<file path="src/rtl/hdlc_rx_pkg.sv">
package hdlc_rx_pkg;
  localparam logic [15:0] CRC_POLY_REFL = 16'h8408;
  localparam logic [15:0] CRC_PRESET    = 16'hFFFF;
  localparam logic [15:0] CRC_RESIDUE   = 16'hF0B8;
  localparam logic [7:0]  FLAG_OCTET    = 8'h7E;
  localparam logic [7:0]  BCAST_ADDR    = 8'hFF;

  // One serial step of the reflected CRC-16-CCITT.
  function automatic logic [15:0] crc_step(input logic [15:0] c, input logic b);
    logic fb;
    fb = c[0] ^ b;
    return (c >> 1) ^ (fb ? CRC_POLY_REFL : 16'h0000);
  endfunction

  // Address acceptance: own station or broadcast.
  function automatic logic addr_accept(input logic [7:0] a, input logic [7:0] own);
    return (a == own) || (a == BCAST_ADDR);
  endfunction
endpackage

</file>
<file path="src/rtl/hdlc_rx_window.sv">
// Raw-bit window: finds flags and abort runs, and passes frame bits on with an
// eight-bit delay so that flag bits never reach the byte side.
module hdlc_rx_window #(
  parameter int WIN       = 8,
  parameter int ABORT_RUN = 7
) (
  input  logic clk,
  input  logic rst_n,
  input  logic clr,
  input  logic stb,
  input  logic din,
  output logic ev_bit_vld,
  output logic ev_bit,
  output logic ev_flag,
  output logic ev_abort
);
  import hdlc_rx_pkg::*;
  localparam int VC_W  = $clog2(WIN + 1);
  localparam int RUN_W = $clog2(ABORT_RUN + 1);
  localparam logic [VC_W-1:0]  VC_FULL  = VC_W'(WIN);
  localparam logic [RUN_W-1:0] RUN_LAST = RUN_W'(ABORT_RUN - 1);
  localparam logic [RUN_W-1:0] RUN_MAX  = RUN_W'(ABORT_RUN);

  logic [WIN-1:0]   win_q;
  logic [WIN-1:0]   win_n;
  logic [VC_W-1:0]  vcnt_q;
  logic [RUN_W-1:0] run_q;
  logic             open_q;

  always_comb begin
    win_n      = {win_q[WIN-2:0], din};
    ev_flag    = stb && (win_n == FLAG_OCTET);
    ev_abort   = stb && open_q && din && (run_q == RUN_LAST);
    ev_bit_vld = stb && open_q && (vcnt_q == VC_FULL);
    ev_bit     = win_q[WIN-1];
  end

  always_ff @(posedge clk) begin
    if (!rst_n || clr) begin
      win_q  <= '0;
      vcnt_q <= '0;
      run_q  <= '0;
      open_q <= 1'b0;
    end else if (stb) begin
      win_q <= win_n;
      if (!din)                 run_q <= '0;
      else if (run_q != RUN_MAX) run_q <= run_q + 1'b1;
      if (ev_flag) begin
        vcnt_q <= '0;
        open_q <= 1'b1;
      end else if (ev_abort) begin
        vcnt_q <= '0;
        open_q <= 1'b0;
      end else if (vcnt_q != VC_FULL) begin
        vcnt_q <= vcnt_q + 1'b1;
      end
    end
  end
endmodule

</file>
<file path="src/rtl/hdlc_rx_framer.sv">
// Byte side of framed mode: destuffing, byte assembly, CRC, address filter and
// a pipeline that holds back the check bytes.
module hdlc_rx_framer #(
  parameter int STUFF_RUN = 5,
  parameter int MIN_BYTES = 4,
  parameter int FCS_BYTES = 2
) (
  input  logic       clk,
  input  logic       rst_n,
  input  logic       clr,
  input  logic       bit_vld,
  input  logic       bit_val,
  input  logic       flag,
  input  logic       abort,
  input  logic [7:0] own_addr,
  output logic       we,
  output logic [7:0] wdata,
  output logic       done,
  output logic       good,
  output logic       abrt
);
  import hdlc_rx_pkg::*;
  localparam int ONES_W = $clog2(STUFF_RUN + 2);
  localparam int NB_W   = $clog2(MIN_BYTES + 1);
  localparam int PC_W   = $clog2(FCS_BYTES + 1);
  localparam logic [ONES_W-1:0] ONES_STUFF = ONES_W'(STUFF_RUN);
  localparam logic [NB_W-1:0]   NB_MIN     = NB_W'(MIN_BYTES);
  localparam logic [PC_W-1:0]   PC_FULL    = PC_W'(FCS_BYTES);

  logic [ONES_W-1:0] ones_q, ones_n;
  logic [7:0]        sr_q, sr_n;
  logic [2:0]        bcnt_q, bcnt_n;
  logic [NB_W-1:0]   nb_q, nb_n;
  logic [PC_W-1:0]   pc_q, pc_n;
  logic [15:0]       crc_q, crc_n;
  logic              addr_q, addr_n;
  logic              started_q, started_n;
  logic [7:0]        pend_q [FCS_BYTES];
  logic [7:0]        pend_n [FCS_BYTES];
  logic              byte_done, push_we, stuffed;
  logic [7:0]        push_data;

  always_comb begin
    ones_n = ones_q;  sr_n = sr_q;  bcnt_n = bcnt_q;  nb_n = nb_q;
    pc_n = pc_q;  crc_n = crc_q;  addr_n = addr_q;  started_n = started_q;
    pend_n = pend_q;
    byte_done = 1'b0;  push_we = 1'b0;  push_data = pend_q[FCS_BYTES-1];
    stuffed = bit_vld && !bit_val && (ones_q == ONES_STUFF);
    if (bit_vld) begin
      started_n = 1'b1;
      if (stuffed) begin
        ones_n = '0;
      end else begin
        if (!bit_val)               ones_n = '0;
        else if (ones_q != ONES_STUFF) ones_n = ones_q + 1'b1;
        crc_n     = crc_step(crc_q, bit_val);
        sr_n      = {bit_val, sr_q[7:1]};
        bcnt_n    = bcnt_q + 1'b1;
        byte_done = (bcnt_q == 3'd7);
      end
    end
    if (byte_done) begin
      if (nb_q == '0) addr_n = addr_accept(sr_n, own_addr);
      if (nb_q != NB_MIN) nb_n = nb_q + 1'b1;
      if (pc_q == PC_FULL) push_we = addr_q;
      else                 pc_n = pc_q + 1'b1;
      for (int i = FCS_BYTES - 1; i > 0; i--) pend_n[i] = pend_q[i-1];
      pend_n[0] = sr_n;
    end
  end

  always_ff @(posedge clk) begin
    if (!rst_n || clr) begin
      we <= 1'b0;  wdata <= '0;  done <= 1'b0;  good <= 1'b0;  abrt <= 1'b0;
      ones_q <= '0;  sr_q <= '0;  bcnt_q <= '0;  nb_q <= '0;  pc_q <= '0;
      crc_q <= CRC_PRESET;  addr_q <= 1'b0;  started_q <= 1'b0;
      for (int i = 0; i < FCS_BYTES; i++) pend_q[i] <= '0;
    end else begin
      we    <= push_we;
      wdata <= push_data;
      done  <= 1'b0;
      good  <= 1'b0;
      abrt  <= 1'b0;
      if (flag || abort) begin
        if (flag) begin
          done <= started_n && addr_n && (nb_n != '0);
          good <= started_n && addr_n && (nb_n == NB_MIN) && (bcnt_n == 3'd0)
                  && (crc_n == CRC_RESIDUE);
        end else begin
          abrt <= started_n;
        end
        ones_q <= '0;  sr_q <= '0;  bcnt_q <= '0;  nb_q <= '0;  pc_q <= '0;
        crc_q <= CRC_PRESET;  addr_q <= 1'b0;  started_q <= 1'b0;
      end else begin
        ones_q <= ones_n;  sr_q <= sr_n;  bcnt_q <= bcnt_n;  nb_q <= nb_n;
        pc_q <= pc_n;  crc_q <= crc_n;  addr_q <= addr_n;  started_q <= started_n;
        pend_q <= pend_n;
      end
    end
  end
endmodule

</file>
<file path="src/rtl/hdlc_rx_xt_packer.sv">
// Extended transparent mode: packs every strobed bit, LSB first.
module hdlc_rx_xt_packer #(
  parameter int BYTE_W = 8
) (
  input  logic              clk,
  input  logic              rst_n,
  input  logic              clr,
  input  logic              stb,
  input  logic              din,
  output logic              we,
  output logic [BYTE_W-1:0] wdata
);
  localparam int CNT_W = $clog2(BYTE_W);
  localparam logic [CNT_W-1:0] CNT_LAST = CNT_W'(BYTE_W - 1);

  logic [CNT_W-1:0]  cnt_q;
  logic [BYTE_W-1:0] sr_q, sr_n;

  assign sr_n = {din, sr_q[BYTE_W-1:1]};

  always_ff @(posedge clk) begin
    if (!rst_n || clr) begin
      cnt_q <= '0;  sr_q <= '0;  we <= 1'b0;  wdata <= '0;
    end else begin
      we <= 1'b0;
      if (stb) begin
        sr_q  <= sr_n;
        cnt_q <= (cnt_q == CNT_LAST) ? '0 : cnt_q + 1'b1;
        if (cnt_q == CNT_LAST) begin
          we    <= 1'b1;
          wdata <= sr_n;
        end
      end
    end
  end
endmodule

</file>
<file path="src/rtl/hdlc_addr_filter_rx.sv">
module hdlc_addr_filter_rx #(
  parameter int STUFF_RUN = 5,
  parameter int ABORT_RUN = 7,
  parameter int MIN_BYTES = 4,
  parameter int FCS_BYTES = 2
) (
  input  logic       clk,
  input  logic       rst_n,
  input  logic       rx_active,
  input  logic       xt_mode,
  input  logic [7:0] own_addr,
  input  logic       bit_en,
  input  logic       bit_in,
  output logic       fifo_we,
  output logic [7:0] fifo_wdata,
  output logic       frame_done,
  output logic       frame_good,
  output logic       frame_abort
);
  logic clr, fr_stb, xt_stb;
  logic w_bit_vld, w_bit, w_flag, w_abort;
  logic fr_we, xt_we;
  logic [7:0] fr_wdata, xt_wdata;

  assign clr    = !rx_active;
  assign fr_stb = bit_en && rx_active && !xt_mode;
  assign xt_stb = bit_en && rx_active && xt_mode;

  hdlc_rx_window #(.WIN(8), .ABORT_RUN(ABORT_RUN)) u_window (
    .clk(clk), .rst_n(rst_n), .clr(clr), .stb(fr_stb), .din(bit_in),
    .ev_bit_vld(w_bit_vld), .ev_bit(w_bit), .ev_flag(w_flag), .ev_abort(w_abort)
  );

  hdlc_rx_framer #(.STUFF_RUN(STUFF_RUN), .MIN_BYTES(MIN_BYTES), .FCS_BYTES(FCS_BYTES)) u_framer (
    .clk(clk), .rst_n(rst_n), .clr(clr), .bit_vld(w_bit_vld), .bit_val(w_bit),
    .flag(w_flag), .abort(w_abort), .own_addr(own_addr),
    .we(fr_we), .wdata(fr_wdata), .done(frame_done), .good(frame_good), .abrt(frame_abort)
  );

  hdlc_rx_xt_packer #(.BYTE_W(8)) u_xt (
    .clk(clk), .rst_n(rst_n), .clr(clr), .stb(xt_stb), .din(bit_in),
    .we(xt_we), .wdata(xt_wdata)
  );

  assign fifo_we    = fr_we | xt_we;
  assign fifo_wdata = xt_we ? xt_wdata : fr_wdata;
endmodule

</file>
<file path="config.mk">
export PLATFORM = sky130hd
export DESIGN_NAME = hdlc_addr_filter_rx
export DESIGN_NICKNAME = d
export VERILOG_FILES = /design/src/rtl/hdlc_rx_pkg.sv /design/src/rtl/hdlc_rx_window.sv /design/src/rtl/hdlc_rx_framer.sv /design/src/rtl/hdlc_rx_xt_packer.sv /design/src/rtl/hdlc_addr_filter_rx.sv
export SDC_FILE = /design/constraint.sdc
export NUM_CORES = 1
export LEC_CHECK = 0
export ABC_AREA = 1
export CORE_MARGIN = 3
export CORE_UTILIZATION = 60
export DETAILED_ROUTE_END_ITERATION = 6
export PLACE_DENSITY = 0.8
export SETUP_SLACK_MARGIN = 0.5
export SLEW_MARGIN = 20
export SYNTH_ARGS = -nofsm -noshare
export SYNTH_HDL_FRONTEND = slang
export SYNTH_SLANG_ARGS = --single-unit
</file>
<file path="constraint.sdc">
create_clock -name clk -period 3.18 [get_ports clk]
set_clock_uncertainty 0.15 [all_clocks]
set_input_delay 0.636 -clock clk [delete_from_list [all_inputs] [get_ports clk]]
set_output_delay 0.636 -clock clk [all_outputs]
set_load 0.02 [all_outputs]
</file>
==> impl_metrics.json <==
{
  "status": "finished, final reports clean",
  "r2r_start": "u_window.vcnt_q[0]",
  "wire_per_inst_um": 12.11,
  "antenna_found_initial": 0,
  "synth-edff-count": 0,
  "async_flop_share_pct": 0,
  "drc": 0,
  "die_w_um": 91.18,
  "switchingPower_mw": 0.5055,
  "crit_chain": "clkdlybuf4s50_1 > nand4_2 > nor2_4 > buf_4 > o21ai_2 > nand2_2 > nand2_1 > buf_4 > nand2_1 > nor2_1 > a21oi_1 > nand2_1 > nand3_1 > nor2_1",
  "syn-cell-area_mm2": 0.004353,
  "ys_warn_count": 0,
  "tightest_slew_ns": 0.6315,
  "layout-drive-gt1-share_pct": 10.84,
  "p_per_area_mw_per_mm2": 435.0,
  "ys.flop_type": "dfxtp_1",
  "power_frac_comb_pct": 3.7,
  "synth_cells": 579,
  "instances_no_fill": 714,
  "grt_max_degree": 26,
  "core_area_mm2": 0.006907,
  "vias_per_cell": 5.041,
  "grt_pass1_vias": 3304,
  "netlist_top_cells_area": "dfxtp_1, nand2_1, inv_1",
  "tritoncts": "yes",
  "dp.cells": 688,
  "gr-total-overflow": 0,
  "reg2reg_depth": 15,
  "critical_path.endpoint_type": "flop",
  "r2r-end": "u_framer.done",
  "holdBufCountCts": 0,
  "first_pass_iters": 5,
  "path_max_fanout": 8,
  "start_util_pct": 63.03,
  "hold_path_class": "flop to flop",
  "cp_common_cell": "nand2_1",
  "rsz0062_at_grt": "true",
  "rrSetupSlack_ns": 0.83,
  "ys_seq_area_share_pct": 45.99,
  "grt_pass1_wl_um": 14350,
  "clockPowerShare_pct": 38.3,
  "worstSetupPathType": "input pin to flop",
  "numCtsBuffers": 9,
  "drt_iter0_markers": 155,
  "dieArea_mm2": 0.008313,
  "nets": 641,
  "ant_nets": 0,
  "place_congestion": 0.8674,
  "ys_types": 32,
  "max-cap-violations": 0,
  "area_growth_pct": 14.63,
  "whs_path_depth": 2,
  "hold_start": "u_framer.push_data[6]",
  "power_frac_seq_pct": 58.1,
  "track_usage_pct": 21.24,
  "yosysTopAreaCellShare_pct": 45.99,
  "cts_buffer_depth": 2,
  "period_minus_slack_ns": 2.567,
  "clock-sinks": 100,
  "num_rows": 30,
  "cp_data_required_time_ns": 3.30,
  "synth.avg_cell_area_um2": 7.518,
  "synthesis.nets": 607,
  "io-pin-count": 26,
  "p_int_mw": 1.665,
  "hold_path_end": "u_framer.wdata[6]",
  "fmax_mhz": 389.5,
  "tns_ns": 0,
  "ctsHtreeMaxLevel": 3,
  "start_kind": "input pin",
  "clock-root-buffer": "clkbuf_8",
  "most-common-layout-cells": "nand2_1, dfxtp_1, inv_1",
  "crit_arrival_ns": 2.68,
  "fin_crit_sh_pct": 80.73,
  "p_leak_nw": 2.047,
  "portBuffers": 25,
  "vias": 3599,
  "clk_pin_slew_worst_paths_ns": 0.10,
  "slowest_stage": "clkdlybuf4s50_1",
  "critPathMaxStageDelay_ns": 0.51,
  "n_fill_cell": 578,
  "routed_wl_um": 8649,
  "yosys.area.top_type": "dfxtp_1",
  "max-slew-margin-rel_pct": 57.84,
  "layout_commonest_cell": "nand2_1",
  "slew_viol_final": 0,
  "dp_hpwl_um": 6185,
  "clk_latency_ns": 0.37,
  "ir_worst_vdd_uv": 373.3,
  "antenna_cells": 0,
  "ys_seq_elements": 100,
  "sw_frac_of_total_pct": 23.29,
  "die_h_um": 91.18,
  "hold_violations": 0,
  "setup_violations": 0
}
## critical path, delay by kind of cell
kind	cells	cell delay, ns
AOI/OAI and AO/OA	2	0.22
buffers and inverters	3	0.84
and+or+nand+nor	9	0.99
## worst max path at each step
| stage | slack (ns) | to | cells past startpoint | start |
|---|---|---|---|---|
| after floorplan | 1.09 | u_framer.push_data[3] | 11 | xt_mode |
| after global placement | 0.21 | u_framer.crc_q[1] | 11 | xt_mode |
| after detailed placement | 0.10 | u_framer.crc_q[0] | 11 | xt_mode |
| after CTS | 0.58 | fifo_wdata[6] | 4 | u_xt.we |
| after global routing | 0.49 | u_framer.done | 14 | bit_en |
| final | 0.61 | u_framer.done | 14 | bit_en |
## layout make-up
type	instances	area (um2)	area share [%]
clock buffers	9	123.9	2.482
clock inverters	7	83.83	1.680
inverters	75	281.5	5.642
multi-input cells	384	1973	39.54
flip-flops and latches	100	2003	40.15
well taps	96	120.1	2.407
repair buffers	43	404.1	8.099
## Yosys cell counts, types with 7 or more instances
| master | count |
|---|---|
| o211ai_1 | 7 |
| o21ai_0 | 48 |
| dfxtp_1 | 100 |
| inv_1 | 70 |
| ha_1 | 14 |
| nand3_1 | 27 |
| a21oi_1 | 48 |
| nor2_1 | 49 |
| or2_2 | 9 |
| o21ai_1 | 7 |
| clkbuf_1 | 10 |
| nand2_1 | 136 |
## metrics by stage
step	setup WS [ns]	util (%)	power, mW	hold slack, ns	cell area, um2
floorplan	1.092	-	1.334	0.2660	4353
global placement	0.2104	67.68	1.365	0.2794	4674
detailed placement	0.1020	67.68	1.368	0.2819	4674
CTS	0.5779	70.76	2.190	0.2844	4887
global route	0.4910	72.25	2.251	0.2947	4990
finish	0.6127	72.25	2.171	0.2862	4990
## state kept, by name, summed over array words and instances (netlist names), 2 cells and up
register / cells
u_framer.crc_q: 16
u_framer.pend_q: 8
u_framer.push_data: 8
u_framer.sr_q: 8
u_framer.wdata: 8
u_window.win_q: 8
u_xt.wdata: 8
u_xt.sr_q: 7
u_window.vcnt_q: 4
u_framer.bcnt_q: 3
u_framer.nb_q: 3
u_framer.ones_q: 3
u_window.run_q: 3
u_xt.cnt_q: 3
u_framer.pc_q: 2
## power by group through the flow
stage               clock network, mW  registers [mW]  logic [mW]
floorplan                           0            1.29      0.0457
global placement                    0            1.29      0.0759
detailed placement                  0            1.29      0.0783
CTS                             0.851            1.26      0.0795
global route                    0.901            1.26      0.0886
finish                          0.830            1.26      0.0798
## cell families (layout without fill, tap and decap cells)
kind of cell / after synthesis / in the layout / share of synthesized area (%)
simple gates: 246 / 246 / 24.81
compound gates: 116 / 117 / 14.34
flops: 100 / 100 / 45.99
buf+inv: 96 / 134 / 9.428
fa+ha+maj: 14 / 14 / 4.024
xor+xnor: 7 / 7 / 1.408
## per-layer routing
layer,GRT usage (%),wire length (um),vias to the layer above
met4,6.281,95,0
met5,0,0,-
met2,37.46,4394,52
li1,-,-,1915
met1,25.58,3870,1621
met3,5.054,289,11
## timing repair
action | CTS | global route
pin swaps | 0 | 5
setup endpoints to repair | 9 | 21
setup buffers | 0 | 9
resized for setup | 1 | 6
cloned | 0 | 1
Note: power is estimated with default switching activity, not from simulation.
